<file path="src/rtl/db_pkg.sv">
package db_pkg;

  localparam int DB_WORD_W  = 32;
  localparam int DB_NUM_W   = 8;
  localparam int DB_TGT_LSB = 8;

  localparam logic [7:0] OFS_CAUSE = 8'h08;
  localparam logic [7:0] OFS_MASK  = 8'h0C;

  typedef enum logic [1:0] {
    SEL_NONE  = 2'd0,
    SEL_CAUSE = 2'd1,
    SEL_MASK  = 2'd2
  } db_sel_e;

  function automatic db_sel_e db_decode_ofs(input logic [7:0] ofs);
    db_sel_e s;
    case (ofs)
      OFS_CAUSE: s = SEL_CAUSE;
      OFS_MASK:  s = SEL_MASK;
      default:   s = SEL_NONE;
    endcase
    return s;
  endfunction

endpackage

</file>
<file path="src/rtl/db_trig_decode.sv">
module db_trig_decode
  import db_pkg::*;
#(
  parameter int NCPU = 4,
  parameter int NDB  = 32,
  localparam int IDX_W = $clog2(NDB)
) (
  input  logic                            clk,
  input  logic                            rst_n,
  input  logic                            trig_fire,
  input  logic [DB_WORD_W-1:0]            trig_word,
  output logic [NCPU-1:0][NDB-1:0]        set_vec
);

  logic [DB_NUM_W-1:0] num;
  logic                num_ok;
  logic [NDB-1:0]      onehot;

  assign num    = trig_word[DB_NUM_W-1:0];
  assign num_ok = (num < DB_NUM_W'(NDB));
  assign onehot = {{(NDB-1){1'b0}}, 1'b1} << num[IDX_W-1:0];

  for (genvar c = 0; c < NCPU; c++) begin : g_tgt
    logic hit;
    assign hit        = trig_fire && num_ok && trig_word[DB_TGT_LSB + c];
    assign set_vec[c] = hit ? onehot : '0;

    assert_single_bit_R1: assert property (@(posedge clk) disable iff (!rst_n)
      $onehot0(set_vec[c]));
  end

endmodule

</file>
<file path="src/rtl/db_cpu_bank.sv">
module db_cpu_bank #(
  parameter int NDB = 32
) (
  input  logic           clk,
  input  logic           rst_n,
  input  logic [NDB-1:0] set_vec,
  input  logic           clr_en,
  input  logic [NDB-1:0] clr_keep,
  input  logic           mask_we,
  input  logic [NDB-1:0] mask_wdata,
  output logic [NDB-1:0] cause,
  output logic [NDB-1:0] mask
);

  logic [NDB-1:0] cause_kept;

  assign cause_kept = clr_en ? (cause & clr_keep) : cause;

  always_ff @(posedge clk or negedge rst_n) begin
    if (!rst_n) begin
      cause <= '0;
      mask  <= '0;
    end else begin
      cause <= cause_kept | set_vec;
      if (mask_we) mask <= mask_wdata;
    end
  end

  assert_set_lands_R1: assert property (@(posedge clk) disable iff (!rst_n)
    (set_vec != '0) |=> ((cause & $past(set_vec)) == $past(set_vec)));

  assert_no_spurious_set_R1: assert property (@(posedge clk) disable iff (!rst_n)
    (cause & ~$past(cause) & ~$past(set_vec)) == '0);

  assert_set_beats_clear_R9: assert property (@(posedge clk) disable iff (!rst_n)
    (clr_en && ((set_vec & ~clr_keep) != '0)) |=> ((cause & $past(set_vec)) != '0));

  assert_clear_zero_bits_R4: assert property (@(posedge clk) disable iff (!rst_n)
    (clr_en && set_vec == '0) |=> (cause == ($past(cause) & $past(clr_keep))));

  assert_mask_write_R5: assert property (@(posedge clk) disable iff (!rst_n)
    mask_we |=> (mask == $past(mask_wdata)));

  assert_mask_hold_R5: assert property (@(posedge clk) disable iff (!rst_n)
    !mask_we |=> $stable(mask));

endmodule

</file>
<file path="src/rtl/db_summary.sv">
module db_summary #(
  parameter int NDB = 32,
  parameter int LO  = 0,
  parameter int HI  = 7
) (
  input  logic [NDB-1:0] cause,
  input  logic [NDB-1:0] mask,
  output logic           req
);

  logic [NDB-1:0] band;

  for (genvar b = 0; b < NDB; b++) begin : g_band
    if (b >= LO && b <= HI) begin : g_in
      assign band[b] = 1'b1;
    end else begin : g_out
      assign band[b] = 1'b0;
    end
  end

  assign req = |(cause & mask & band);

endmodule

</file>
<file path="src/rtl/doorbell_unit.sv">
module doorbell_unit
  import db_pkg::*;
#(
  parameter int NCPU   = 4,
  parameter int NDB    = 32,
  parameter int IPI_LO = 0,
  parameter int IPI_HI = 7,
  parameter int MSI_LO = 16,
  parameter int MSI_HI = 31,
  localparam int CPU_W = (NCPU > 1) ? $clog2(NCPU) : 1
) (
  input  logic                 clk,
  input  logic                 rst_n,
  input  logic                 trig_valid,
  output logic                 trig_ready,
  input  logic [DB_WORD_W-1:0] trig_data,
  input  logic                 reg_valid,
  output logic                 reg_ready,
  input  logic [CPU_W-1:0]     reg_cpu,
  input  logic [7:0]           reg_addr,
  input  logic [NDB-1:0]       reg_data,
  input  logic [CPU_W-1:0]     rd_cpu,
  input  logic [7:0]           rd_addr,
  output logic [NDB-1:0]       rd_data,
  output logic [NCPU-1:0]      ipi_req,
  output logic [NCPU-1:0]      msi_req
);

  logic                     trig_fire;
  logic                     reg_fire;
  db_sel_e                  wr_sel;
  db_sel_e                  rd_sel;
  logic [NCPU-1:0][NDB-1:0] set_vec;
  logic [NDB-1:0]           cause_a [NCPU];
  logic [NDB-1:0]           mask_a  [NCPU];
  logic [NCPU*NDB-1:0]      cause_flat;

  assign trig_ready = 1'b1;
  assign reg_ready  = 1'b1;
  assign trig_fire  = trig_valid && trig_ready;
  assign reg_fire   = reg_valid && reg_ready;
  assign wr_sel     = db_decode_ofs(reg_addr);
  assign rd_sel     = db_decode_ofs(rd_addr);

  db_trig_decode #(.NCPU(NCPU), .NDB(NDB)) u_dec (
    .clk       (clk),
    .rst_n     (rst_n),
    .trig_fire (trig_fire),
    .trig_word (trig_data),
    .set_vec   (set_vec)
  );

  for (genvar c = 0; c < NCPU; c++) begin : g_cpu
    logic me;
    assign me = reg_fire && (reg_cpu == CPU_W'(c));

    db_cpu_bank #(.NDB(NDB)) u_bank (
      .clk        (clk),
      .rst_n      (rst_n),
      .set_vec    (set_vec[c]),
      .clr_en     (me && wr_sel == SEL_CAUSE),
      .clr_keep   (reg_data),
      .mask_we    (me && wr_sel == SEL_MASK),
      .mask_wdata (reg_data),
      .cause      (cause_a[c]),
      .mask       (mask_a[c])
    );

    db_summary #(.NDB(NDB), .LO(IPI_LO), .HI(IPI_HI)) u_ipi (
      .cause (cause_a[c]),
      .mask  (mask_a[c]),
      .req   (ipi_req[c])
    );

    db_summary #(.NDB(NDB), .LO(MSI_LO), .HI(MSI_HI)) u_msi (
      .cause (cause_a[c]),
      .mask  (mask_a[c]),
      .req   (msi_req[c])
    );

    assign cause_flat[c*NDB +: NDB] = cause_a[c];

    assert_masked_quiet_R6: assert property (@(posedge clk) disable iff (!rst_n)
      (mask_a[c] == '0) |-> (!ipi_req[c] && !msi_req[c]));

    assert_mid_band_silent_R8: assert property (@(posedge clk) disable iff (!rst_n)
      (((cause_a[c] & mask_a[c]) >> (IPI_HI + 1)) << (IPI_HI + 1) ==
       (cause_a[c] & mask_a[c]) &&
       ((cause_a[c] & mask_a[c]) >> MSI_LO) == '0)
      |-> (!ipi_req[c] && !msi_req[c]));
  end

  always_comb begin
    rd_data = '0;
    for (int c = 0; c < NCPU; c++) begin
      if (rd_cpu == CPU_W'(c)) begin
        case (rd_sel)
          SEL_CAUSE: rd_data = cause_a[c];
          SEL_MASK:  rd_data = mask_a[c];
          default:   rd_data = '0;
        endcase
      end
    end
  end

  assert_oob_no_change_R2: assert property (@(posedge clk) disable iff (!rst_n)
    (trig_valid && trig_data[DB_NUM_W-1:0] >= DB_NUM_W'(NDB) && !reg_valid)
    |=> $stable(cause_flat));

endmodule

</file>
<file path="config.mk">
export PLATFORM = sky130hd
export DESIGN_NAME = doorbell_unit
export DESIGN_NICKNAME = d
export VERILOG_FILES = /design/src/rtl/db_pkg.sv /design/src/rtl/db_trig_decode.sv /design/src/rtl/db_cpu_bank.sv /design/src/rtl/db_summary.sv /design/src/rtl/doorbell_unit.sv
export SDC_FILE = /design/constraint.sdc
export NUM_CORES = 1
export LEC_CHECK = 0
export BUFFER_PORTS_ARGS = -buffer_cell sky130_fd_sc_hd__buf_2
export CORE_ASPECT_RATIO = 1.75
export CORE_MARGIN = 2
export CORE_UTILIZATION = 35
export CTS_CLUSTER_DIAMETER = 80
export DETAILED_ROUTE_END_ITERATION = 6
export GPL_ROUTABILITY_DRIVEN = 0
export PLACE_DENSITY_LB_ADDON = 0.12
export SKIP_LAST_GASP = 1
export SYNTH_ARGS = -nofsm -noshare
export SYNTH_HDL_FRONTEND = slang
export SYNTH_SLANG_ARGS = --single-unit
export TNS_END_PERCENT = 5
</file>
<file path="constraint.sdc">
create_clock -name clk -period 4.2 [get_ports clk]
set_clock_uncertainty 0.1 [all_clocks]
set_input_delay 0.84 -clock clk [delete_from_list [all_inputs] [get_ports clk]]
set_output_delay 0.84 -clock clk [all_outputs]
set_load 0.01 [all_outputs]
</file>
* Word level (Yosys, flattened, before mapping) *
Cells that the tools add are included.
W data, S select, Z words.

operators by class
  multiplexer cells = 18
  reduce and logical (&&, ||, !) cells = 27
  order comparisons = 1
  shift-type cells = 1
  bitwise gates (word level) = 12
  equality and inequality tests = 14

operators by type and width
  operator                count
  $mux W32                12
  $and A32 B32 Y32        8
  $pmux W32 S2            4
  $or A32 B32 Y32         4
  $reduce_or A16 Y1       4
  $eq A8 B4 Y1 const B    4
  $reduce_or A8 Y1        4
  $shl A1 B5 Y32 const A  1
  $logic_and A1 B1 Y1     17
  $eq A2 B2 Y1 const B    6
  $eq A2 B1 Y1 const B    4
  $lt A8 B6 Y1 const B    1
  $pmux W2 S2             2
  $logic_not A2 Y1        2

storage, ports and cells
  register bits = 256
  word-level logic and storage cells = 81
  input bits = 88
  output and inout port bits = 42

* Depth between registers and ports, before layout *
Gate-level depths: netlist (run 1).

  depth in word-level cells = 8
  depth in mapped cells = 9
  depth with buffers taken out = 7

* Modules after synthesis *
From an unflattened synthesis (run 1), not the netlist that was laid out.

second synthesis, totals
  cell total of the unflattened synthesis = 1193
  area, all modules = 15398.5 um2

by module, submodules not included
  module                           seq. area each (um2)  area an instance (um2)  cells an instance  instances
  db_cpu_bank                      1601.5                2601.2                  167                4
  doorbell_unit                    0.0                   2358.5                  270                1
  db_trig_decode                   0.0                   2084.5                  199                1
  db_summary (g_cpu[0].u_msi ...)  0.0                   101.3                   9                  4
  db_summary (g_cpu[0].u_ipi ...)  0.0                   36.3                    5                  4

* Least setup slack after synthesis (run 1) *
Ideal clock, no wire load.

  path type = input to output
  start point = input rd_addr[5]
  end point = output rd_data[31]
  arrival = 3.086 ns
  data required time = 3.260 ns
  slack = 0.174 ns
  stages = 9
  path buffers = 3
  cell sequence = nor4_1 > nand4_1 > inv_1 > ha_1 > clkbuf_1 > clkbuf_1 > buf_1 > a221oi_1 > a2111oi_0

between the ends
  cells in the longest elaborated chain, start to end = 8
  elaborated cells on any way between the ends = 13
  those cells by class = eq/ne (4); mux (9)

ends and longest elaborated chain
  what                                                 RTL line             RTL
  from (decl)                                          doorbell_unit.sv:23  input logic [7:0] rd_addr,
  $eq A8 B4 Y1                                         db_pkg.sv:18         case (ofs)
  $pmux W2 S2 *                                        db_pkg.sv:18
  $eq A2 B2 Y1 / $eq A2 B1 Y1 (equally long branches)  doorbell_unit.sv:97  case (rd_sel)
  $pmux W32 S2                                         doorbell_unit.sv:97
  $mux W32 (3 in series)                               doorbell_unit.sv:96  if (rd_cpu == CPU_W'(c)) begin
  $mux W32 *                                           doorbell_unit.sv:96
  to (decl)                                            doorbell_unit.sv:24  output logic [NDB-1:0] rd_data,

Every way passes the cells marked *; elsewhere a longest branch is shown, timed or not.

* Final worst setup path (run 1) *
  start point = input rd_addr[5]
  end point = output rd_data[16]

The elaborated chain is that of the path after synthesis.

==> metrics.md, run 1 <==
| Metric | Value |
|---|---|
| Final hold slack | 0.118 ns |
| Top achievable clock speed | between 200 and 250 MHz |
| Synthesis warning total | 0 |
| Met2 WL | roughly 26000 µm |
| Clock power share | between 40% and 50% |
| Yosys reg bits | 256 |
| Port Buffers | around 110 |
| Crit path capture type | output port |
| Worst r2r dst | g_cpu[1].u_bank.cause[30] |
| Vias in the first global route | 11251 |
| Gr ovfl total | 0 |
| Crit path max fanout | 20 |
| Pint | 0.00394 W |
| Synth Cell Area | 12900 µm² |
| Top sig layer | met4 |
| Mapped Cells | ~1100 |
| Area Overhead vs Synth | 16.1% |
| Sw Ratio | between 20% and 30% |
| Commonest cells after routing, fill and taps aside | dfrtp_1, o41ai_1, o21ai_0 |
| Max incr delay on CP | between 0.5 and 0.6 ns |
| Mean Syn Cell Area | around 12 µm² |
| H-tree level count | 1 |
| Nets | between 1000 and 1500 |
| Req. time, crit path | approximately 3.3 ns |
| Yosys cell types | 39 |
| Max transition margin | 25.5% |
| Worst reg2reg path startpoint | g_cpu[1].u_bank.cause[30] |
| CTS Root Cell | clkbuf_16 |
| Slowest CP cell | a2111oi_0 |
| Logic gate share of total power | 7.7% |
| RSZ-0062 raised after global routing | true |
| Routed wire per std cell | just under 30 µm |
| Pre-antenna DRT Iters | 5 |
| Ys async rst share | 100% |
| Vias post-DR | 10808 |
| Worst slew pin tran | 1.12 ns |
| DIE WIDTH | approximately 150 µm |
| Initial antenna violation count | 5 |
| Sequential fraction of the synthesis area | 49.7% |
| Status | finished clean |
| Critical path class | input pin to output port |
| DRT iter0 DRCs | about 890 |
| P per Cell Area | roughly 350 nW/µm² |
| Clk buf depth | 3 |
| Final worst path period share | 98.7% |
| Flop-to-flop setup slack | roughly 3.3 ns |
| Ports | 130 |
| Setup violators final | 0 |
| Core area | 36500 µm² |
| NetSw | 0.00136 W |
| Critical Path, Cell by Cell | buf_2 > nor4_1 > nand4_1 > inv_1 > ha_4 > buf_12 > a22o_1 > o22ai_1 > a2111oi_0 > buf_4 > buf_2 |
| Hold Path Class | input pin to asynchronous set/reset pin |
| Post-CTS Hold Fix Bufs | 0 |
| Number of remaining DRC errors | 0 |
| Post-CTS Setup Bufs | 0 |
| Clock tree sinks | about 260 |
| WL met1 | about 19000 µm |
| Final Hold Viols | 0 |
| Die span in y | roughly 260 µm |
| CTS tree | done |
| Tmin final | between 4 and 5 ns |
| Largest net degree at the start of global routing | 95 |
| Initial core utilization | 35.3% |
| TritonCTS Buffers | 26 |
| Worst Setup SP | rd_addr[5] |
| Flop pwr share | about half |
| Slew Viols, Final | 0 |
| WL final | about 50000 µm |
| Pleak | approximately 6.5 nW |
| Ys flop type | dfrtp_1 |
| First-pass GRT wire length | 74400 µm |
| Worst EP arrival | about 3.2 ns |
| Gr usage total | about 26% |
| Dpl hpwl | roughly 31000 µm |
| Routed Antenna Nets | 0 |
| Reg2Reg Depth | 2 |
| Worst-Skew Late Latency | about 0.55 ns |
| Max_cap viols | 0 |
| Clock transition at the registers of the reported paths | 0.06 ns |
| Commonest non-fill, non-tap cell in the layout | dfrtp_1 |
| Worst vdd ir | roughly 330 µV |
| CP Launch Type | input pin |
| Cell row count | 93 |
| Post-CTS resize count | 4 |
| Final core utilization | 41.0% |
| Met3 WL | between 2000 and 3000 µm |
| Die area | around 38000 µm² |
| Share of cells above drive strength 1 | between 20 and 30% |
| Vias per inst | roughly 6.4 |
| Post-synth EDFFs | 0 |
| CP most frequent cell | buf_2 |
==> power groups by stage <==
| stage | registers [W] | clock network (W) | logic (W) |
|---|---|---|---|
| after detailed placement | 0.00264 | 0 | 0.000408 |
| after floorplan | 0.00262 | 0 | 0.000182 |
| after global placement | 0.00264 | 0 | 0.000403 |
| after global routing | 0.00261 | 0.00243 | 0.000444 |
| final | 0.00260 | 0.00229 | 0.000409 |
| after CTS | 0.00260 | 0.00233 | 0.000409 |
==> synth_stat cells (18+ instances only) <==
cell | n | area share, %
o41ai_1 | 120 | 8.1
a221oi_1 | 48 | 3.3
nand2_1 | 45 | 1.3
a2111oi_0 | 32 | 2.2
mux2_4 | 30 | 3.5
nand4_1 | 18 | 0.87
o22ai_1 | 32 | 1.6
dfrtp_1 | 256 | 50
a22o_1 | 80 | 5.4
mux2_2 | 93 | 8.1
clkbuf_1 | 77 | 2.2
o21ai_0 | 120 | 4.7
a22oi_1 | 48 | 2.8
==> worst max-delay path by stage <==
stage / end / slack, ns / cells after the start
finish: rd_data[16] / 0.06 / 11
detailed placement: rd_data[14] / -0.32 / 11
global placement: rd_data[14] / -0.31 / 11
CTS: rd_data[26] / -0.12 / 10
floorplan: rd_data[31] / 0.17 / 9
global route: rd_data[5] / -0.11 / 11
==> cells by family (layout without fill, tap and decap cells) <==
logic type	count (synthesis)	count (layout)	share of synthesized area (%)
fa+ha+maj	2	2	0.194
compound gates	488	488	28.5
mux	128	128	12.0
buf+inv	134	228	5.03
flops	256	256	49.7
simple gates	98	98	4.57
other cells	1	4	0.0291
==> layer usage <==
metal  vias up  global-route usage [%]
met2       402                    46.2
li1       4685                       -
met1      5611                    30.6
met4         0                    11.1
met5         -                       0
met3       110                    3.34
==> registers in the layout (all words and copies together) (netlist names) <==
signal	flops
g_cpu.u_bank.cause	128
g_cpu.u_bank.mask	128
==> through the flow <==
step / total power (W) / worst slack, ns / std cells / instance area, µm² / TNS [ns]
floorplan: 0.00281 / 0.174 / 1108 / 12900 / 0
global placement: 0.00304 / -0.308 / 1633 / 14100 / -0.859
detailed placement: 0.00305 / -0.322 / 1633 / 14100 / -0.819
CTS: 0.00534 / -0.122 / 1677 / 15000 / -0.346
global route: 0.00548 / -0.106 / 1679 / 15000 / -1.42
finish: 0.00529 / 0.0566 / 1679 / 15000 / 0
==> final cells by class <==
type	instances	area, µm²
clock buffer	40	785
fill	3644	21600
sequential	256	6410
multi-input combinational	718	5930
tap	475	594
inverter	11	41.3
timing repair buffer	173	1200
antenna	2	5.00
clock inverter	4	20.0
==> critical path, delay by kind of cell <==
| family | cells | cell delay, ns |
|---|---|---|
| compound gates | 3 | 0.77 |
| fa+ha+maj | 1 | 0.28 |
| buf+inv | 5 | 0.77 |
| simple gates | 2 | 0.52 |
(Power assumes the default switching activity.)
==> run 2, diff against run 1 <==
==> constraint.sdc (replaced) <==
create_clock -name clk -period 4.2 [get_ports clk]
set_clock_uncertainty 0.1 [all_clocks]
set_input_delay 0.63 -clock clk [delete_from_list [all_inputs] [get_ports clk]]
set_output_delay 0.63 -clock clk [all_outputs]
set_load 0.01 [all_outputs]
==> metrics.md, run 2 (synthesis results as in run 1) <==
| Metric | Value |
|---|---|
| Status | finished, violations left (was finished clean) |
| Failing checks | hold timing |
| Area Overhead vs Synth | 15.5% (was 16.1%) |
| CTS Root Cell | clkbuf_16 (unchanged) |
| Final Hold Viols | 15 (was 0) |
| Setup violators final | 0 (unchanged) |
| Tmin final | 3.98 ns (was 4.14 ns) |
| Commonest cells after routing, fill and taps aside | dfrtp_1, o41ai_1, o21ai_0 (unchanged) |
| Largest net degree at the start of global routing | 97 (was 95) |
| Port Buffers | 107 (unchanged) |
| Commonest non-fill, non-tap cell in the layout | dfrtp_1 (unchanged) |
| Crit path capture type | output port (unchanged) |
| Placed cell count | 1614 (was 1633) |
| Initial antenna violation count | 4 (was 5) |
| Core area | 36500 µm² (unchanged) |
| Die area | 38500 µm² (unchanged) |
| DIE WIDTH | 149 µm (unchanged) |
| Worst slew pin tran | 1.10 ns (was 1.12 ns) |
| Final worst path period share | 94.7% (was 98.7%) |
| Reg2Reg Depth | 1 (was 2) |
| Slew Viols, Final | 0 (unchanged) |
| Nets | 1258 (was 1276) |
| H-tree level count | 1 (unchanged) |
| Hold Path Class | input pin to asynchronous set/reset pin (unchanged) |
| Req. time, crit path | 3.47 ns (was 3.26 ns) |
| TritonCTS Buffers | 27 (was 26) |
| Share of cells above drive strength 1 | 28.6% (was 29.4%) |
| CP Launch Type | input pin (unchanged) |
| Critical path class | input pin to output port (unchanged) |
| Top flop regs | g_cpu.u_bank.cause: 128 flops, g_cpu.u_bank.mask: 128 flops (unchanged) |
| Post-CTS resize count | 0 (was 4) |
| Dpl hpwl | 30100 µm (was 31300 µm) |
| Diode count | 0 (was 2) |
| Initial core utilization | 35.3% (unchanged) |
| Vias post-DR | 10763 (was 10808) |
| Top achievable clock speed | 251 MHz (was 241 MHz) |
| Ports | 130 (unchanged) |
| Final Non-Filler Cells | 1664 (was 1679) |
| Gr usage total | 25.6% (was 25.8%) |
| Flop-to-flop setup slack | 3.26 ns (was 3.25 ns) |
| P per Cell Area | 371 nW/µm² (was 353 nW/µm²) |
| WL final | 49300 µm (was 49900 µm) |
| First-pass GRT wire length | 73900 µm (was 74400 µm) |
| Number of remaining DRC errors | 0 (unchanged) |
| Clk buf depth | 3 (unchanged) |
| Worst r2r dst | g_cpu[0].u_bank.mask[16] (was g_cpu[1].u_bank.cause[30]) |
| Worst EP arrival | 3.25 ns (was 3.20 ns) |
| CTS tree | done (unchanged) |
| Clock tree sinks | 256 (unchanged) |
| Routed Antenna Nets | 0 (unchanged) |
| Worst Setup SP | rd_addr[5] (unchanged) |
| Pleak | 6.46 nW (was 6.50 nW) |
| Crit path max fanout | 35 (was 20) |
| Vias per inst | 6.47 (was 6.44) |
| Setup_tns | 0 ns (unchanged) |
| Busiest grt layer | met2 (unchanged) |
| Met2 Use GR | 44.7% (was 46.2%) |
| Die span in y | 258 µm (unchanged) |
| M3 GR Usage | 3.29% (was 3.34%) |
| RSZ-0062 raised after global routing | false (was true) |
| Max_cap viols | 0 (unchanged) |
| Post-CTS Setup Bufs | 0 (unchanged) |
| Met1 usage | 31.8% (was 30.6%) |
| Final hold slack | -0.0222 ns (was 0.118 ns) |
| Worst reg2reg path startpoint | g_cpu[0].u_bank.mask[16] (was g_cpu[1].u_bank.cause[30]) |
| DRT iter0 DRCs | 740 (was 893) |
| Clock transition at the registers of the reported paths | 0.06 ns (about the same) |
| Worst vdd ir | 267 µV (was 326 µV) |
| Worst-Skew Late Latency | 0.55 ns (about the same) |
| Routed wire per std cell | 29.6 µm (was 29.7 µm) |
| Cell row count | 93 (unchanged) |
| Post-CTS Hold Fix Bufs | 0 (unchanged) |
| Max transition margin | 26.8% (was 25.5%) |
| Pre-antenna DRT Iters | 6 (was 5) |
| CP Capture Point | rd_data[18] (was rd_data[16]) |
| Gr ovfl total | 0 (unchanged) |
| Vias in the first global route | 10996 (was 11251) |
-- run 2: cell count changes in the layout (fill, tap and decap cells not counted), moves of 3 or more --
cell,change
a2111oi_2,-4
bufinv_16,+3
a2111oi_0,+8
buf_4,-17
a2111oi_1,-4
clkbuf_1,-3
clkinv_2,+3
-- run 2: area by class of cell --
type	instances	area, µm²
sequential	256	6410
tap	475	594
inverter	11	41.3
multi-input combinational	718	5900
fill	3611	21600
timing repair buffer	154	1040
clock buffer	38	787
clock inverter	12	141
-- run 2: power by group --
| group | internal, W | leakage, nW | total [W] | switching (W) |
|---|---|---|---|---|
| Combinational | 0.000119 | 2.49 | 0.000401 | 0.000282 |
| Clock | 0.00149 | 0.462 | 0.00254 | 0.00105 |
| Sequential | 0.00254 | 3.51 | 0.00260 | 0.0000579 |
| Total | 0.00415 | 6.46 | 0.00554 | 0.00139 |
-- run 2: how the worst min path moves through the flow --
| stage | endpoint | slack (ns) | cells after the start |
|---|---|---|---|
| finish | g_cpu[3].u_bank.mask[21] | -0.02 | 1 |
| global route | g_cpu[3].u_bank.cause[21] | 0.04 | 1 |
| CTS | g_cpu[3].u_bank.mask[21] | 0.03 | 1 |
| detailed placement | g_cpu[2].u_bank.mask[12] | 0.39 | 1 |
| global placement | g_cpu[2].u_bank.mask[12] | 0.37 | 1 |
| floorplan | g_cpu[0].u_bank.cause[0] | 0.23 | 0 |
-- run 2: routing by layer --
layer	wire [µm]	vias to the layer above
met1	19500	5623
met4	2030	2
met3	2350	101
met2	25400	394
met5	13	-
li1	-	4643
-- run 2: worst max-delay path: stages --
cell       delay, ns
buf_2           0.10
nor4_1          0.35
nand4_1         0.25
inv_1           0.16
ha_4            0.18
buf_12          0.22
buf_4           0.24
a22o_1          0.15
o22ai_1         0.07
a2111oi_0       0.63
buf_2           0.25
-- run 2: metrics by stage --
stage               utilization [%]  instance area [µm²]  power (W)  hold WS [ns]  setup WS, ns
CTS                            40.8                14900    0.00559        0.0258        0.0101
floorplan                         -                12900    0.00281         0.234         0.594
detailed placement             38.3                14000    0.00304         0.386        0.0146
finish                         40.8                14900    0.00554       -0.0222         0.222
global placement               38.3                14000    0.00304         0.369        0.0387
global route                   40.8                14900    0.00574        0.0371        0.0604
==> run 3, diff against run 2 <==
--- a/config.mk
+++ b/config.mk
@@ -9,11 +9,13 @@
 export CORE_ASPECT_RATIO = 1.75
 export CORE_MARGIN = 2
 export CORE_UTILIZATION = 35
+export CTS_BUF_LIST = sky130_fd_sc_hd__clkbuf_4 sky130_fd_sc_hd__clkbuf_8
 export CTS_CLUSTER_DIAMETER = 80
 export DETAILED_ROUTE_END_ITERATION = 6
 export GPL_ROUTABILITY_DRIVEN = 0
 export PLACE_DENSITY_LB_ADDON = 0.12
 export SKIP_LAST_GASP = 1
+export SLEW_MARGIN = 5
 export SYNTH_ARGS = -nofsm -noshare
 export SYNTH_HDL_FRONTEND = slang
 export SYNTH_SLANG_ARGS = --single-unit
==> metrics.md, run 3 (synthesis results as in run 1) <==
| Metric | Value |
|---|---|
| Reg2Reg Depth | 1 (unchanged) |
| Setup violators final | 0 (unchanged) |
| RSZ-0062 raised after global routing | false (unchanged) |
| DRT iter0 DRCs | 846 (was 740) |
| Worst r2r dst | g_cpu[0].u_bank.mask[16] (unchanged) |
| Placed Area | 14000 µm² (unchanged) |
| Share of cells above drive strength 1 | 30.3% (was 28.6%) |
| Largest net degree at the start of global routing | 97 (unchanged) |
| Pre-antenna DRT Iters | 5 (was 6) |
| Final Hold Viols | 0 (was 15) |
| Post-route cell area | 14900 µm² (about the same) |
| CTS tree | done (unchanged) |
| Area Overhead vs Synth | 15.2% (was 15.5%) |
| Routed wire per std cell | 29.5 µm (was 29.6 µm) |
| Worst slew pin tran | 1.10 ns (about the same) |
| Initial antenna violation count | 4 (unchanged) |
| Tmin final | 3.97 ns (was 3.98 ns) |
| Initial core utilization | 35.3% (unchanged) |
| Crit path max fanout | 39 (was 35) |
| Worst vdd ir | 183 µV (was 267 µV) |
| Port Buffers | 107 (unchanged) |
| H-tree level count | 2 (was 1) |
| Final Power | 0.00533 W (was 0.00554 W) |
| Die span in y | 258 µm (unchanged) |
| CTS Root Cell | clkbuf_8 (was clkbuf_16) |
| Die area | 38500 µm² (unchanged) |
| Routed Antenna Nets | 0 (unchanged) |
| Placed cell count | 1614 (unchanged) |
| Req. time, crit path | 3.47 ns (about the same) |
| CP Launch Type | input pin (unchanged) |
| Max_cap viols | 0 (unchanged) |
| Vias post-DR | 10846 (was 10763) |
| WL final | 49800 µm (was 49300 µm) |
| Vias in the first global route | 11202 (was 10996) |
| Gr ovfl total | 0 (unchanged) |
| Worst-Skew Late Latency | 0.57 ns (was 0.55 ns) |
| Commonest non-fill, non-tap cell in the layout | dfrtp_1 (unchanged) |
| Status | finished clean (was finished, violations left) |
| Final worst path period share | 94.5% (was 94.7%) |
| TritonCTS Buffers | 42 (was 27) |
| Ports | 130 (unchanged) |
| Flop-to-flop setup slack | 3.27 ns (was 3.26 ns) |
| Top sig layer | met5 (unchanged) |
| Max transition margin | 26.4% (was 26.8%) |
| P per Cell Area | 358 nW/µm² (was 371 nW/µm²) |
| Vias per inst | 6.42 (was 6.47) |
| Top achievable clock speed | 252 MHz (was 251 MHz) |
| Post-CTS Setup Bufs | 0 (unchanged) |
| Number of remaining DRC errors | 0 (unchanged) |
| Clk buf depth | 3 (unchanged) |
| Met3 WL | 2620 µm (was 2350 µm) |
| Final hold slack | 0.275 ns (was -0.0222 ns) |
| DIE WIDTH | 149 µm (unchanged) |
| Cell row count | 93 (unchanged) |
| Slew Viols, Final | 0 (unchanged) |
| Gr usage total | 25.9% (was 25.6%) |
| WL met1 | 19500 µm (about the same) |
| Crit path capture type | output port (unchanged) |
| Clock transition at the registers of the reported paths | 0.06 ns (about the same) |
| Clock tree sinks | 256 (unchanged) |
| Setup_tns | 0 ns (unchanged) |
| Worst Setup SP | rd_addr[5] (unchanged) |
| Worst EP arrival | 3.24 ns (was 3.25 ns) |
| CP Capture Point | rd_data[17] (was rd_data[18]) |
| Pleak | 6.46 nW (about the same) |
| Nets | 1274 (was 1258) |
| Critical path class | input pin to output port (unchanged) |
| Dpl hpwl | 30100 µm (unchanged) |
| Met2 WL | 25600 µm (was 25400 µm) |
| First-pass GRT wire length | 74500 µm (was 73900 µm) |
| Commonest cells after routing, fill and taps aside | dfrtp_1, o41ai_1, o21ai_0 (unchanged) |
| Core area | 36500 µm² (unchanged) |
| Worst reg2reg path startpoint | g_cpu[0].u_bank.mask[16] (unchanged) |
| Top flop regs | g_cpu.u_bank.cause: 128 flops, g_cpu.u_bank.mask: 128 flops (unchanged) |
| Final Non-Filler Cells | 1689 (was 1664) |
| Hold Path Class | input pin to register (was input pin to asynchronous set/reset pin) |
==> run 3: how the worst min path moves through the flow <==
stage | end | startpoint | cells after the start
floorplan | g_cpu[0].u_bank.cause[0] | rst_n | 0
global placement | g_cpu[2].u_bank.mask[12] | g_cpu[2].u_bank.mask[12] | 1
detailed placement | g_cpu[2].u_bank.mask[12] | g_cpu[2].u_bank.mask[12] | 1
CTS | g_cpu[0].u_bank.mask[15] | reg_data[15] | 2
global route | g_cpu[0].u_bank.mask[15] | reg_data[15] | 2
finish | g_cpu[3].u_bank.cause[30] | trig_data[11] | 3
==> run 3: final cells by class <==
cell class / count / area [µm²]
diodes: 1 / 2.50
clock buffers: 65 / 826
clock inverters: 8 / 48.8
fillers: 3647 / 21700
inverters: 11 / 41.3
multi-input cells: 718 / 5900
flip-flops and latches: 256 / 6410
well taps: 475 / 594
repair buffers: 155 / 1050
==> run 3: routing by layer <==
metal / up-vias / GRT usage [%]
li1: 4680 / -
met1: 5634 / 31.6
met2: 407 / 45.0
met3: 123 / 4.13
met4: 2 / 10.9
met5: - / 0
==> run 3: metrics by stage <==
stage                     setup slack [ns]  utilization (%)
after floorplan                      0.594                -
after global placement              0.0387             38.3
after detailed placement            0.0146             38.3
after CTS                           0.0101             40.7
after global routing                0.0608             40.7
final                                0.231             40.7
==> run 3: worst max-delay path, cell delays in order <==
cell	delay, ns
buf_2	0.10
nor4_1	0.35
nand4_1	0.25
inv_1	0.15
ha_4	0.18
buf_12	0.24
buf_12	0.20
a22o_1	0.16
o22ai_1	0.07
a2111oi_0	0.53
buf_4	0.22
buf_2	0.13
==> run 3: where the power goes <==
part | internal, W | leakage, nW | switching (W)
clock | 0.00125 | 0.463 | 0.00107
combinational | 0.000119 | 2.49 | 0.000284
sequential | 0.00254 | 3.51 | 0.0000581
==> run 3: what timing repair did <==
action,4_1_cts,5_1_grt
hold endpoints to repair,22,0
endpoints found under the setup margin,0,1
gates resized for setup,0,1
hold buffers,1,0
